$ cat src/rtl/mixacc_pkg.sv
// Shared definitions for the stereo mix accumulator.
// Assumes: nothing beyond the standard language.
package mixacc_pkg;

    // Sequencer states: one pass walks CLEAR (optional), DELAY, then the
    // per-frame loop ACCEPT -> RD_R -> RD_L -> WR_R -> WR_L, and ends in DONE.
    typedef enum logic [3:0] {
        S_IDLE,
        S_CLEAR,
        S_DELAY,
        S_ACCEPT,
        S_RD_R,
        S_RD_L,
        S_WR_R,
        S_WR_L,
        S_DONE
    } mix_state_e;

endpackage

$ cat src/rtl/mixacc_lane.sv
// Saturating adder lane with a registered result.
// Adds a signed stored word to a signed sample and clamps the sum to the
// SW-bit signed range. The result is captured when en is high.
// Assumes: both operands are two's complement and SW bits wide.
module mixacc_lane #(
    parameter int SW = 16
) (
    input  logic          clk,
    input  logic          rst_n,
    input  logic          en,
    input  logic [SW-1:0] stored,
    input  logic [SW-1:0] sample,
    output logic [SW-1:0] sum_q
);

    localparam logic [SW-1:0] MAX_POS = {1'b0, {(SW-1){1'b1}}};
    localparam logic [SW-1:0] MAX_NEG = {1'b1, {(SW-1){1'b0}}};

    logic [SW:0]   wide;
    logic          ovf;
    logic [SW-1:0] clamped;

    // Widen by one sign bit, add, and clamp when the top two bits differ.
    always_comb begin
        wide    = {stored[SW-1], stored} + {sample[SW-1], sample};
        ovf     = wide[SW] ^ wide[SW-1];
        clamped = ovf ? (wide[SW] ? MAX_NEG : MAX_POS) : wide[SW-1:0];
    end

    // Hold the clamped sum for the write-back cycle.
    always_ff @(posedge clk) begin
        if (!rst_n)  sum_q <= '0;
        else if (en) sum_q <= clamped;
    end

endmodule

$ cat src/rtl/mixacc_delay.sv
// Frame delay counter.
// Loads the requested delay at the start of a pass and counts down by one
// for each frame that is skipped. What is left over is the delay carried
// into the next pass.
// Assumes: step is never asserted while the count is zero.
module mixacc_delay #(
    parameter int DW = 32
) (
    input  logic          clk,
    input  logic          rst_n,
    input  logic          load,
    input  logic [DW-1:0] load_val,
    input  logic          step,
    output logic [DW-1:0] cnt_q,
    output logic          zero
);

    // Load on pass start, otherwise count down one skipped frame per step.
    always_ff @(posedge clk) begin
        if (!rst_n)    cnt_q <= '0;
        else if (load) cnt_q <= load_val;
        else if (step) cnt_q <= cnt_q - 1'b1;
    end

    // Flag the point where the delay has run out.
    always_comb zero = (cnt_q == '0);

endmodule

$ cat src/rtl/mixacc_ctrl.sv
// Pass sequencer for the mix accumulator.
// Runs the optional clear sweep, steps over delayed frames one per cycle,
// then handles each remaining frame as accept, read right, read left,
// write right, write left. It also drives the RAM address and strobes.
// Assumes: the RAM returns read data one cycle after the read strobe.
module mixacc_ctrl
    import mixacc_pkg::*;
#(
    parameter int FRAMES = 1024,
    parameter int AW     = $clog2(2 * FRAMES)
) (
    input  logic          clk,
    input  logic          rst_n,
    input  logic          start,
    input  logic          clear_mode,
    input  logic          smp_valid,
    input  logic          dly_zero,
    output logic          dly_load,
    output logic          dly_step,
    output logic          cap_smp,
    output logic          lane_en,
    output logic          lane_left,
    output logic          wdata_zero,
    output logic [AW-1:0] ram_addr,
    output logic          ram_re,
    output logic          ram_we,
    output logic          smp_ready,
    output logic          busy,
    output logic          done,
    output logic          clear_phase,
    output logic          delay_phase
);

    localparam int          WORDS     = 2 * FRAMES;
    localparam logic [AW-1:0] FRAMES_V  = AW'(FRAMES);
    localparam logic [AW-1:0] LAST_FRM  = AW'(FRAMES - 1);
    localparam logic [AW-1:0] LAST_WORD = AW'(WORDS - 1);

    mix_state_e    state, nxt;
    logic [AW-1:0] wc;   // clear sweep word counter
    logic [AW-1:0] fc;   // frame counter, may reach FRAMES
    logic [AW-1:0] base; // even word address of the current frame

    // Next-state selection for the pass sequence.
    always_comb begin
        nxt = state;
        unique case (state)
            S_IDLE:   if (start) nxt = clear_mode ? S_CLEAR : S_DELAY;
            S_CLEAR:  if (wc == LAST_WORD) nxt = S_DELAY;
            S_DELAY: begin
                if (fc == FRAMES_V) nxt = S_DONE;
                else if (dly_zero)  nxt = S_ACCEPT;
            end
            S_ACCEPT: if (smp_valid) nxt = S_RD_R;
            S_RD_R:   nxt = S_RD_L;
            S_RD_L:   nxt = S_WR_R;
            S_WR_R:   nxt = S_WR_L;
            S_WR_L:   nxt = (fc == LAST_FRM) ? S_DONE : S_ACCEPT;
            S_DONE:   nxt = S_IDLE;
            default:  nxt = S_IDLE;
        endcase
    end

    // State and counter registers.
    always_ff @(posedge clk) begin
        if (!rst_n) begin
            state <= S_IDLE;
            wc    <= '0;
            fc    <= '0;
        end else begin
            state <= nxt;
            case (state)
                S_IDLE: if (start) begin
                    wc <= '0;
                    fc <= '0;
                end
                S_CLEAR: wc <= wc + 1'b1;
                S_DELAY: if (dly_step) fc <= fc + 1'b1;
                S_WR_L:  fc <= fc + 1'b1;
                default: ;
            endcase
        end
    end

    // Strobes, address and handshake decoded from the state.
    always_comb begin
        base        = {fc[AW-2:0], 1'b0};
        dly_load    = (state == S_IDLE) && start;
        dly_step    = (state == S_DELAY) && (fc != FRAMES_V) && !dly_zero;
        smp_ready   = (state == S_ACCEPT);
        cap_smp     = (state == S_ACCEPT) && smp_valid;
        lane_en     = (state == S_RD_L) || (state == S_WR_R);
        lane_left   = (state == S_WR_R);
        wdata_zero  = (state == S_CLEAR);
        ram_re      = (state == S_RD_R) || (state == S_RD_L);
        ram_we      = (state == S_CLEAR) || (state == S_WR_R) || (state == S_WR_L);
        busy        = (state != S_IDLE);
        done        = (state == S_DONE);
        clear_phase = (state == S_CLEAR);
        delay_phase = (state == S_DELAY);
        unique case (state)
            S_CLEAR:        ram_addr = wc;
            S_RD_L, S_WR_L: ram_addr = base | AW'(1);
            default:        ram_addr = base;
        endcase
    end

endmodule

$ cat src/rtl/mixacc_top.sv
// Saturating stereo mix accumulator, top level.
// Mixes one voice into an interleaved stereo buffer in an external
// single-port RAM (right word even, left word odd). It can clear the buffer
// first, honours a frame delay, and hands back the delay it did not use.
// Assumes: the RAM has a one-cycle read latency; start is a single-cycle
// pulse and is ignored while a pass runs.
module mixacc_top #(
    parameter int FRAMES = 1024,
    parameter int SW     = 16,
    parameter int DW     = 32,
    parameter int AW     = $clog2(2 * FRAMES)
) (
    input  logic          clk,
    input  logic          rst_n,
    input  logic          start,
    input  logic          clear_mode,
    input  logic [DW-1:0] delay_in,
    input  logic          smp_valid,
    input  logic [SW-1:0] smp_right,
    input  logic [SW-1:0] smp_left,
    output logic          smp_ready,
    output logic [AW-1:0] ram_addr,
    output logic          ram_re,
    output logic          ram_we,
    output logic [SW-1:0] ram_wdata,
    input  logic [SW-1:0] ram_rdata,
    output logic          busy,
    output logic          done,
    output logic [DW-1:0] delay_left
);

    logic          dly_load, dly_step, dly_zero;
    logic          cap_smp, lane_en, lane_left, wdata_zero;
    logic          clear_phase, delay_phase;
    logic [SW-1:0] hold_r, hold_l, lane_smp, lane_sum;

    mixacc_ctrl #(.FRAMES(FRAMES), .AW(AW)) ctrl_i (
        .clk        (clk),
        .rst_n      (rst_n),
        .start      (start),
        .clear_mode (clear_mode),
        .smp_valid  (smp_valid),
        .dly_zero   (dly_zero),
        .dly_load   (dly_load),
        .dly_step   (dly_step),
        .cap_smp    (cap_smp),
        .lane_en    (lane_en),
        .lane_left  (lane_left),
        .wdata_zero (wdata_zero),
        .ram_addr   (ram_addr),
        .ram_re     (ram_re),
        .ram_we     (ram_we),
        .smp_ready  (smp_ready),
        .busy       (busy),
        .done       (done),
        .clear_phase(clear_phase),
        .delay_phase(delay_phase)
    );

    mixacc_delay #(.DW(DW)) delay_i (
        .clk     (clk),
        .rst_n   (rst_n),
        .load    (dly_load),
        .load_val(delay_in),
        .step    (dly_step),
        .cnt_q   (delay_left),
        .zero    (dly_zero)
    );

    // Hold the accepted pair until both of its words are written back.
    always_ff @(posedge clk) begin
        if (!rst_n) begin
            hold_r <= '0;
            hold_l <= '0;
        end else if (cap_smp) begin
            hold_r <= smp_right;
            hold_l <= smp_left;
        end
    end

    // Choose the channel that the lane adds in this cycle.
    always_comb lane_smp = lane_left ? hold_l : hold_r;

    mixacc_lane #(.SW(SW)) lane_i (
        .clk   (clk),
        .rst_n (rst_n),
        .en    (lane_en),
        .stored(ram_rdata),
        .sample(lane_smp),
        .sum_q (lane_sum)
    );

    // Write zeros during the clear sweep, otherwise the clamped sum.
    always_comb ram_wdata = wdata_zero ? '0 : lane_sum;

endmodule

$ cat config.mk
export PLATFORM = sky130hd
export DESIGN_NAME = mixacc_top
export DESIGN_NICKNAME = d
export VERILOG_FILES = /design/src/rtl/mixacc_pkg.sv /design/src/rtl/mixacc_lane.sv /design/src/rtl/mixacc_delay.sv /design/src/rtl/mixacc_ctrl.sv /design/src/rtl/mixacc_top.sv
export SDC_FILE = /design/constraint.sdc
export NUM_CORES = 1
export LEC_CHECK = 0
export BUFFER_PORTS_ARGS = -buffer_cell sky130_fd_sc_hd__buf_4
export CAP_MARGIN = 20
export CORE_MARGIN = 10
export CORE_UTILIZATION = 45
export CTS_CLUSTER_DIAMETER = 100
export DETAILED_ROUTE_END_ITERATION = 12
export MAX_ROUTING_LAYER = met4
export PLACE_DENSITY = 0.68
export SKIP_CTS_REPAIR_TIMING = 1
export SYNTH_ARGS = -nofsm -noshare
export SYNTH_HDL_FRONTEND = slang
export SYNTH_HIERARCHICAL = 1
export SYNTH_SLANG_ARGS = --single-unit
$ cat constraint.sdc
create_clock -name clk -period 3.88 [get_ports clk]
set_clock_uncertainty 0.2 [all_clocks]
set_input_delay 0.194 -clock clk [delete_from_list [all_inputs] [get_ports clk]]
set_output_delay 0.194 -clock clk [all_outputs]
set_load 0.005 [all_outputs]
==> metrics.txt, run 1 <==
status=finished, violations left; failing checks=negative hold slack; HP Class=in -> reg; Fin Hold WS=-0.02670 ns; fin util=59.61%; drt total wl=19.93 mm; CP dominant cell by count=or4_4; critical path type=reg -> reg; cell internal pwr=2790 uW; Setup crit end=delay_i/cnt_q[16]; hold-critical path depth=3; setup tns final=0 ns; post-synthesis cell area=0.006864 mm2; final setup fails=0; post-synth top area share=30.92%; Reg power frac=32.8%; Switching Share=38.43%; Net Sw Power=1742 uW; Die Ht=143.5 um; RR Endpoint=delay_i/cnt_q[16]; slack of the critical path=0.2999 ns; Num Clock Sinks=106; dpl hpwl=14.24 mm; largest net degree at the start of global routing=107; HP Start=delay_in[24]; Clock transition at path regs=0.07 ns; CP Launch Type=flip-flop; slew margin rel.=31.94%; Via density=5.498; Crit path largest cell delay=0.59 ns; vias after detailed routing=6433; num rows=45; Pwr per Cell Area=503.8 mW/mm2; Gate Count Post-Synth=787; Post-synth EDFFs=0; Reg2Reg Depth=8; largest area contributor in the netlist=dfxtp_1; Fmax=0.2793 GHz; crit path max fanout=14; Ports=149; synth cell count leaders=dfxtp_1, o21ai_0, nand2_1, nor2b_1, nor2_1; combined area of the multi-input logic cells=0.004343 mm2; mean post-synth cell area=8.722 um2; sequential cell area=0.002122 mm2; Die X=143.5 um; number of port buffers=148; CP Cell Sequence=or4_4 -> or4_4 -> nor4_1 -> nor3_2 -> nor4bb_1 -> nand3_1 -> nor3_1 -> o311a_1; setup slack, reg-to-reg=0.30 ns; initial antenna violation count=0; CP max stage cell=or4_4; CTS Buf Count=9; Clk pwr share=23.8%; ranking of synthesized cells by area=dfxtp_1, o21ai_0, mux2i_1; first-pass GRT wire length=30.36 mm; Avg WL per Cell=17.04 um; Final Wtd Congestion=0.9290; Tmin final=3.580 ns; vias in the first global route=5931; CTS tree=yes; Setup crit start=delay_i/cnt_q[16]; Final ANT Viol Nets=0; Syn-to-layout area delta=31.04%; CP arrival=3.62 ns; dpl ws=0.2260 ns; CP endpoint kind=flip-flop; DRT Pass-1 Iters=5; worst vdd ir=0.0004261 V; drt drc=0; worst r2r src=delay_i/cnt_q[16]; Synth cell types=88; Slew Limit Fails=0; Crit path depth=8; YS warnings=6; Core ar.=0.01509 mm2; predominant post-synthesis flop cell=dfxtp_1; FFs w/ async S/R, synth=0%; max cap viols=0; Synthesized Nets=893; clk_lat worst skew=0.35 ns; Final #Nets=1083; sequential cell area fraction in the yosys report=30.92%; Initial Util=45.49%; share of layout cells above drive strength 1=26.27%; root buf cell=clkbuf_16; DRT iter0 DRCs=408; Worst Tran Pin Value=1.021 ns; Comb power frac=43.4%; grt total ovfl=0; Worst Path Buf+Inv=0; H-tree depth reported by CTS=3; # diodes=0; delay-heaviest family, CP=simple AND/OR/NAND/NOR gates; DIE AREA=0.02059 mm2; #FFs+latches synth=106; overall routing resource usage=18.64%; RSZ-0062 raised after global routing=no; most frequent cell after synthesis=dfxtp_1; filler instances=1342; period utilization=92.27%; LEAKAGE=0.003605 uW; CP required=3.92 ns; final count of hold timing violations=3; Clock Tree Buf Depth=2
==> cell families after synthesis <==
kind of cell,Yosys count,synth area share [%]
AOI/OAI and AO/OA,199,19.25
xor gates and xnor gates,27,3.719
adders and majority gates,36,6.343
buffers and inverters,71,5.979
DFF,106,30.92
muxes,50,8.148
and+or+nand+nor,298,25.65
==> flip-flops by register name, summed over array words and instances (netlist names) <==
| signal | flops |
|---|---|
| ctrl_i/fc | 11 |
| delay_i/cnt_q | 32 |
| lane_i/sum_q | 16 |
| ctrl_i/wc | 11 |
| hold_r | 16 |
| ctrl_i/state | 4 |
| hold_l | 16 |
==> stage by stage <==
step	hold WS [ns]	total power (uW)	cells	instance area, um2
after detailed placement	0.2229	3397	1093	8033
after CTS	-0.1517	4485	1109	8384
after global placement	0.2179	3381	1092	8018
after floorplan	0.1222	2777	787	6864
final	-0.02670	4532	1170	8995
after global routing	0.004564	4835	1170	8995
==> layout make-up <==
| cell class | count | share of cell area [%] |
|---|---|---|
| Tap cell | 188 | 2.615 |
| Inverter | 27 | 1.127 |
| Multi-Input combinational cell | 610 | 48.28 |
| Timing Repair Buffer | 223 | 20.48 |
| Clock inverter | 7 | 1.405 |
| Clock buffer | 9 | 2.504 |
| Sequential cell | 106 | 23.59 |
==> layout by cell type (no fill, tap or decap), drive strengths merged, types with 16 or more instances in the layout <==
master	Yosys	routed
buf	15	164
dfxtp	106	106
o21ai	74	74
dlygate4sd3	0	59
nand2	56	56
a21oi	45	45
nor2b	41	41
nor2	36	36
mux2i	33	33
nand3	31	31
inv	27	28
ha	20	20
or4	19	19
nor3	17	17
nor4	17	17
mux2	17	17
a31oi	16	16
==> worst min-delay path by stage <==
stage	end	slack, ns
after global placement	delay_i/cnt_q[8]	0.22
after detailed placement	delay_i/cnt_q[3]	0.22
final	delay_i/cnt_q[24]	-0.03
after global routing	delay_i/cnt_q[30]	0.005
after floorplan	hold_l[15]	0.12
after CTS	delay_i/cnt_q[3]	-0.15
==> tightest hold or removal path, cell delays in order <==
cell	delay, ns
buf_4	0.08
o21ai_0	0.08
a31oi_1	0.13
==> power groups by stage <==
stage	Sequential [uW]	Clock (uW)	Combinational (uW)
floorplan	1460	0	1320
global placement	1510	0	1870
detailed placement	1500	0	1890
CTS	1480	1100	1900
global route	1520	1140	2170
finish	1490	1080	1970
==> per-layer routing <==
metal | wire, um | global-route usage, % | vias to the layer above | part of all wire, %
met5 | 0 | - | - | 0
met4 | 287 | 5.159 | 0 | 1.4
met3 | 986 | 4.422 | 21 | 4.9
met2 | 9480 | 28.43 | 161 | 48
met1 | 9177 | 24.18 | 2971 | 46
li1 | - | - | 3280 | -
Note: power is estimated with default switching activity, not from simulation.
==> run 2, diff against run 1 <==
- HOLD_SLACK_MARGIN: unset -> 0.02
==> run 2 against run 1 <==
  * The run now ends clean
  * Count of clock-buffer cells in the layout unchanged
  * Setup slack worse by 0.0082 ns
  * Combinational power is essentially flat
  * Final area grew 0.36%
  * Worst hold slack better by 0.028 ns
  * Global-route usage unchanged
  * Sequential share of layout area is 0.085 points lower
  * Die area is the same
  * Final cell count rose by 0.34%
  * Fmax is 0.23% lower
  * Largest cell class unchanged
==> metrics.txt, run 2 (same netlist as run 1, synthesis figures left out) <==
status=finished, final reports clean; Die X=143.5 um; crit path max fanout=18; Fmax=0.2787 GHz; Clock Tree Buf Depth=2; drt drc=0; DRT Pass-1 Iters=4; share of layout cells above drive strength 1=26.19%; largest net degree at the start of global routing=107; DRT iter0 DRCs=364; vias after detailed routing=6433; Top reg by flops=delay_i/cnt_q; final count of hold timing violations=0; LEAKAGE=0.003618 uW; slack of the critical path=0.2917 ns; number of port buffers=148; critical path type=reg -> reg; dpl hpwl=14.24 mm; grt total ovfl=0; most common cell after layout, fill and taps aside=buf_4; H-tree depth reported by CTS=3; Die Ht=143.5 um; HP Class=in -> reg; Final ANT Viol Nets=0; DR WL met3=1.040 mm; period utilization=92.48%; num rows=45; Fin Hold WS=0.001309 ns; M1 WL=9.118 mm; CTS tree=yes; Syn-to-layout area delta=31.52%; setup slack, reg-to-reg=0.29 ns; CP required=3.86 ns; Pwr per Cell Area=502.3 mW/mm2; Worst Tran Pin Value=1.030 ns; most frequent cells in the layout=buf_4, dfxtp_1, o21ai_0; CP endpoint kind=flip-flop; CTS Buf Count=9; Slew Limit Fails=0; HP Start=delay_in[27]; Core ar.=0.01509 mm2; max cap viols=0; CP arrival=3.57 ns; RSZ-0062 raised after global routing=no; Final Power=4535 uW; Hold EP=delay_i/cnt_q[27]; Clock transition at path regs=0.07 ns; hold-critical path depth=4; worst r2r src=delay_i/cnt_q[16]; DR top layer=met4; overall routing resource usage=18.64%; clk_lat worst skew=0.35 ns; Avg WL per Cell=17.08 um; Ports=149; final setup fails=0; initial antenna violation count=1; drt total wl=20.05 mm; Final Wtd Congestion=0.9290; vias in the first global route=5931; Tmin final=3.588 ns; dpl ws=0.2260 ns; flip-flop count of the largest register after layout=32; DIE AREA=0.02059 mm2; root buf cell=clkbuf_16; Num Clock Sinks=106; setup tns final=0 ns; Reg2Reg Depth=10; routed length on met2=9.528 mm; CP Launch Type=flip-flop; Final #Nets=1086; worst vdd ir=0.0004765 V; Via density=5.480; Initial Util=45.49%; first-pass GRT wire length=30.36 mm; slew margin rel.=31.32%; RR Endpoint=delay_i/cnt_q[21]; fin util=59.83%
[run 2: area by class of cell]
type	instances	area, um2
fillers	1339	6062
multi-input cells	610	4343
well taps	188	235.2
clock inverters	7	126.4
clock buffers	9	225.2
inverters	27	101.3
flip-flops and latches	106	2122
diodes	1	2.502
repair buffers	226	1872
[run 2: how the worst max path moves through the flow]
stage	start	to	slack [ns]
global placement	delay_i/cnt_q[16]	delay_i/cnt_q[16]	0.28
finish	delay_i/cnt_q[16]	delay_i/cnt_q[21]	0.29
CTS	delay_i/cnt_q[4]	delay_i/cnt_q[26]	0.21
detailed placement	delay_i/cnt_q[4]	delay_i/cnt_q[26]	0.23
global route	ctrl_i/state[3]	lane_i/sum_q[6]	0.06
floorplan	delay_i/cnt_q[16]	delay_i/cnt_q[16]	0.46
[run 2: routing by layer]
| metal | vias to the layer above | global-route usage, % |
|---|---|---|
| met2 | 165 | 28.43 |
| met4 | 0 | 5.159 |
| met3 | 28 | 4.422 |
| met5 | - | - |
| met1 | 2954 | 24.18 |
| li1 | 3286 | - |
[run 2: per-stage QoR]
stage	area (um2)	cells
2_1_floorplan	6864	787
3_3_place_gp	8018	1092
3_5_place_dp	8033	1093
4_1_cts	8384	1109
5_1_grt	9027	1174
6_report	9027	1174
[run 2: report_power, final]
| group | total [uW] | switching [uW] | leakage, uW | internal, uW |
|---|---|---|---|---|
| logic | 1970 | 1080 | 0.00259 | 895 |
| registers | 1490 | 226 | 0.000862 | 1260 |
| clock network | 1080 | 440 | 0.000168 | 638 |
| total | 4530 | 1740 | 0.00362 | 2790 |
[run 2: worst max-delay path: stages, from the launching register on]
cell     delay (ns)
dfxtp_1        0.39
or4_4          0.59
or4_4          0.56
nor4_1         0.57
nor3_2         0.19
buf_4          0.20
nor4b_1        0.16
nand4_1        0.11
buf_4          0.22
or3_1          0.14
a31oi_1        0.08
==> run 3, diff against run 2 <==
- ABC_AREA: unset -> 1
- PLACE_DENSITY: 0.68 -> 0.67
==> run 3 against run 2 <==
  * Final cell count rose by 35%
  * Critical path depth rose by 7
  * Clock power down 16%
  * Count of clock-buffer cells in the layout increased by 1
  * The flow now finishes with violations (negative hold slack)
  * Fmax up 3.0%
  * Highest routed layer unchanged
  * Largest power group unchanged
  * Global-route usage grew 0.52 points
==> metrics.txt, run 3 <==
Worst Path Buf+Inv=4; CP endpoint kind=flip-flop; slew margin rel.=34.90%; Synth cell types=53; Final #Nets=1471; drt total wl=22.24 mm; status=finished, violations left; vias in the first global route=7025; Switching Share=47.07%; largest area contributor in the netlist=dfxtp_1; CP dominant cell by count=nand2_1; drt drc=0; Fmax=0.2871 GHz; worst vdd ir=0.0002547 V; mean post-synth cell area=6.343 um2; crit path max fanout=29; sequential cell area fraction in the yosys report=28.40%; clk_lat worst skew=0.36 ns; Pwr per Cell Area=541.8 mW/mm2; share of layout cells above drive strength 1=21.53%; HP Class=in -> reg; synth cell count leaders=nand2_1, nor2_1, inv_1, dfxtp_1; Clk pwr share=17.4%; Avg WL per Cell=13.99 um; final setup fails=0; DRT iter0 DRCs=504; failing checks=negative hold slack; YS warnings=6; Slew Limit Fails=0; Top reg by flops=delay_i/cnt_q; Synthesized Nets=1284; overall routing resource usage=19.17%; root buf cell=clkbuf_16; vias after detailed routing=7853; setup slack, reg-to-reg=0.40 ns; Post-synth EDFFs=0; cell internal pwr=2738 uW; first-pass GRT wire length=34.17 mm; delay-heaviest family, CP=compound AO/OA/AOI/OAI gates; predominant post-synthesis flop cell=dfxtp_1; CTS tree=yes; Tmin final=3.484 ns; Worst Tran Pin Value=0.9755 ns; LEAKAGE=0.004398 uW; H-tree depth reported by CTS=3; DIE AREA=0.02216 mm2; setup tns final=0 ns; final count of hold timing violations=2; Clock Tree Buf Depth=2; Syn-to-layout area delta=27.80%; Final Wtd Congestion=0.9135; critical path type=reg -> reg; RSZ-0062 raised after global routing=no; Ports=149; initial antenna violation count=0; dpl ws=0.4492 ns; CP required=3.91 ns; slack of the critical path=0.3965 ns; period utilization=89.78%; ranking of synthesized cells by area=dfxtp_1, nand2_1, nor2_1; Reg power frac=28.2%; Final Power=5173 uW; most frequent cells in the layout=nand2_1, nor2_1, inv_1; Comb power frac=54.3%; most common cell after layout, fill and taps aside=nand2_1; CTS Buf Count=9; # diodes=0; most frequent cell after synthesis=nand2_1; Initial Util=45.54%; dpl hpwl=16.63 mm; FFs w/ async S/R, synth=0%; #FFs+latches synth=106; Crit path largest cell delay=0.48 ns; grt total ovfl=0; post-synth top area share=28.40%; Gate Count Post-Synth=1178; Die Ht=148.9 um; Via density=4.939; Net Sw Power=2435 uW; post-synthesis cell area=0.007472 mm2; Die X=148.9 um; max cap viols=0; num rows=47; DRT Pass-1 Iters=5; flip-flop count of the largest register after layout=32; CP arrival=3.51 ns; Final ANT Viol Nets=0; number of port buffers=148; Core ar.=0.01641 mm2; largest net degree at the start of global routing=60; CP Cell Sequence=inv_1 -> nor2_1 -> inv_1 -> nor2_2 -> buf_4 -> o21ai_0 -> ha_1 -> nand2_2 -> inv_1 -> nand2_1 -> nand2_1 -> a21oi_2 -> nand2_1 -> nand2_1 -> nand2_2 -> a21oi_4 -> a21oi_1; CP max stage cell=dfxtp_1; Fin Hold WS=-0.01375 ns; Clock transition at path regs=0.08 ns; Num Clock Sinks=106; CP Launch Type=flip-flop
==> run 3: cell types whose count changed in the layout (fill, tap and decap cells not counted), sizes merged, moves of 17 or more <==
cell | previous run | this run
inv | 28 | 168
nor2 | 36 | 195
a22oi | 1 | 24
or4 | 19 | 0
a21oi | 45 | 75
nand3 | 31 | 63
mux2i | 33 | 0
o21ai | 74 | 55
nand2 | 56 | 351
nor2b | 41 | 0
mux2 | 17 | 0
==> run 3: power groups by stage <==
stage | Combinational [uW] | Sequential [uW] | Clock [uW]
3_5_place_dp | 2750 | 1480 | 0
4_1_cts | 2760 | 1460 | 923
5_1_grt | 3140 | 1490 | 964
2_1_floorplan | 2030 | 1430 | 0
6_report | 2810 | 1460 | 902
3_3_place_gp | 2730 | 1480 | 0
==> run 3: worst paths after layout <==
kind | from | end | depth (start not counted)
worst max register to register | ctrl_i/state[1] | lane_i/sum_q[9] | 17
worst max-delay path | ctrl_i/state[1] | lane_i/sum_q[9] | 17
worst min-delay path | delay_in[25] | delay_i/cnt_q[25] | 3
worst min register to register | ctrl_i/wc[3] | ctrl_i/wc[3] | 2
==> run 3: final cells by class <==
cell class / instances / area (um2)
well taps: 220 / 275.3
clock inverters: 6 / 47.55
clock buffers: 10 / 239.0
flip-flops and latches: 106 / 2122
fillers: 1610 / 6858
inverters: 168 / 636.9
multi-input cells: 863 / 4432
repair buffers: 217 / 1797
==> run 3: routing by layer <==
metal	share of wire, %	GRT usage (%)	up-vias
met5	0	-	-
met4	1.6	5.397	0
met3	5.0	3.550	26
met2	50	32.55	193
met1	43	22.71	3560
li1	-	-	4074
==> run 3: cells by family after synthesis <==
family	count (synthesis)	share of synthesized area [%]
buffers and inverters	209	12.53
adder cells (fa/ha/maj)	21	3.617
flip-flops	106	28.40
AND/OR/NAND/NOR	647	38.88
AO/OA/AOI/OAI	174	14.12
XOR/XNOR	21	2.462
==> run 3: stage by stage <==
stage               instances  instance area (um2)  util, %
CTS                      1528                 8929    54.42
detailed placement       1512                 8642    52.67
global placement         1512                 8642    52.67
floorplan                1178                 7472        -
finish                   1590                 9549    58.20
global route             1590                 9549    58.20
==> run 3: worst reg2reg max path, delay by kind of cell, from the launching register on <==
family | cells | cell delay, ns
compound gates | 4 | 0.94
flops | 1 | 0.48
fa+ha+maj | 1 | 0.41
buf+inv | 4 | 0.51
simple gates | 8 | 0.82
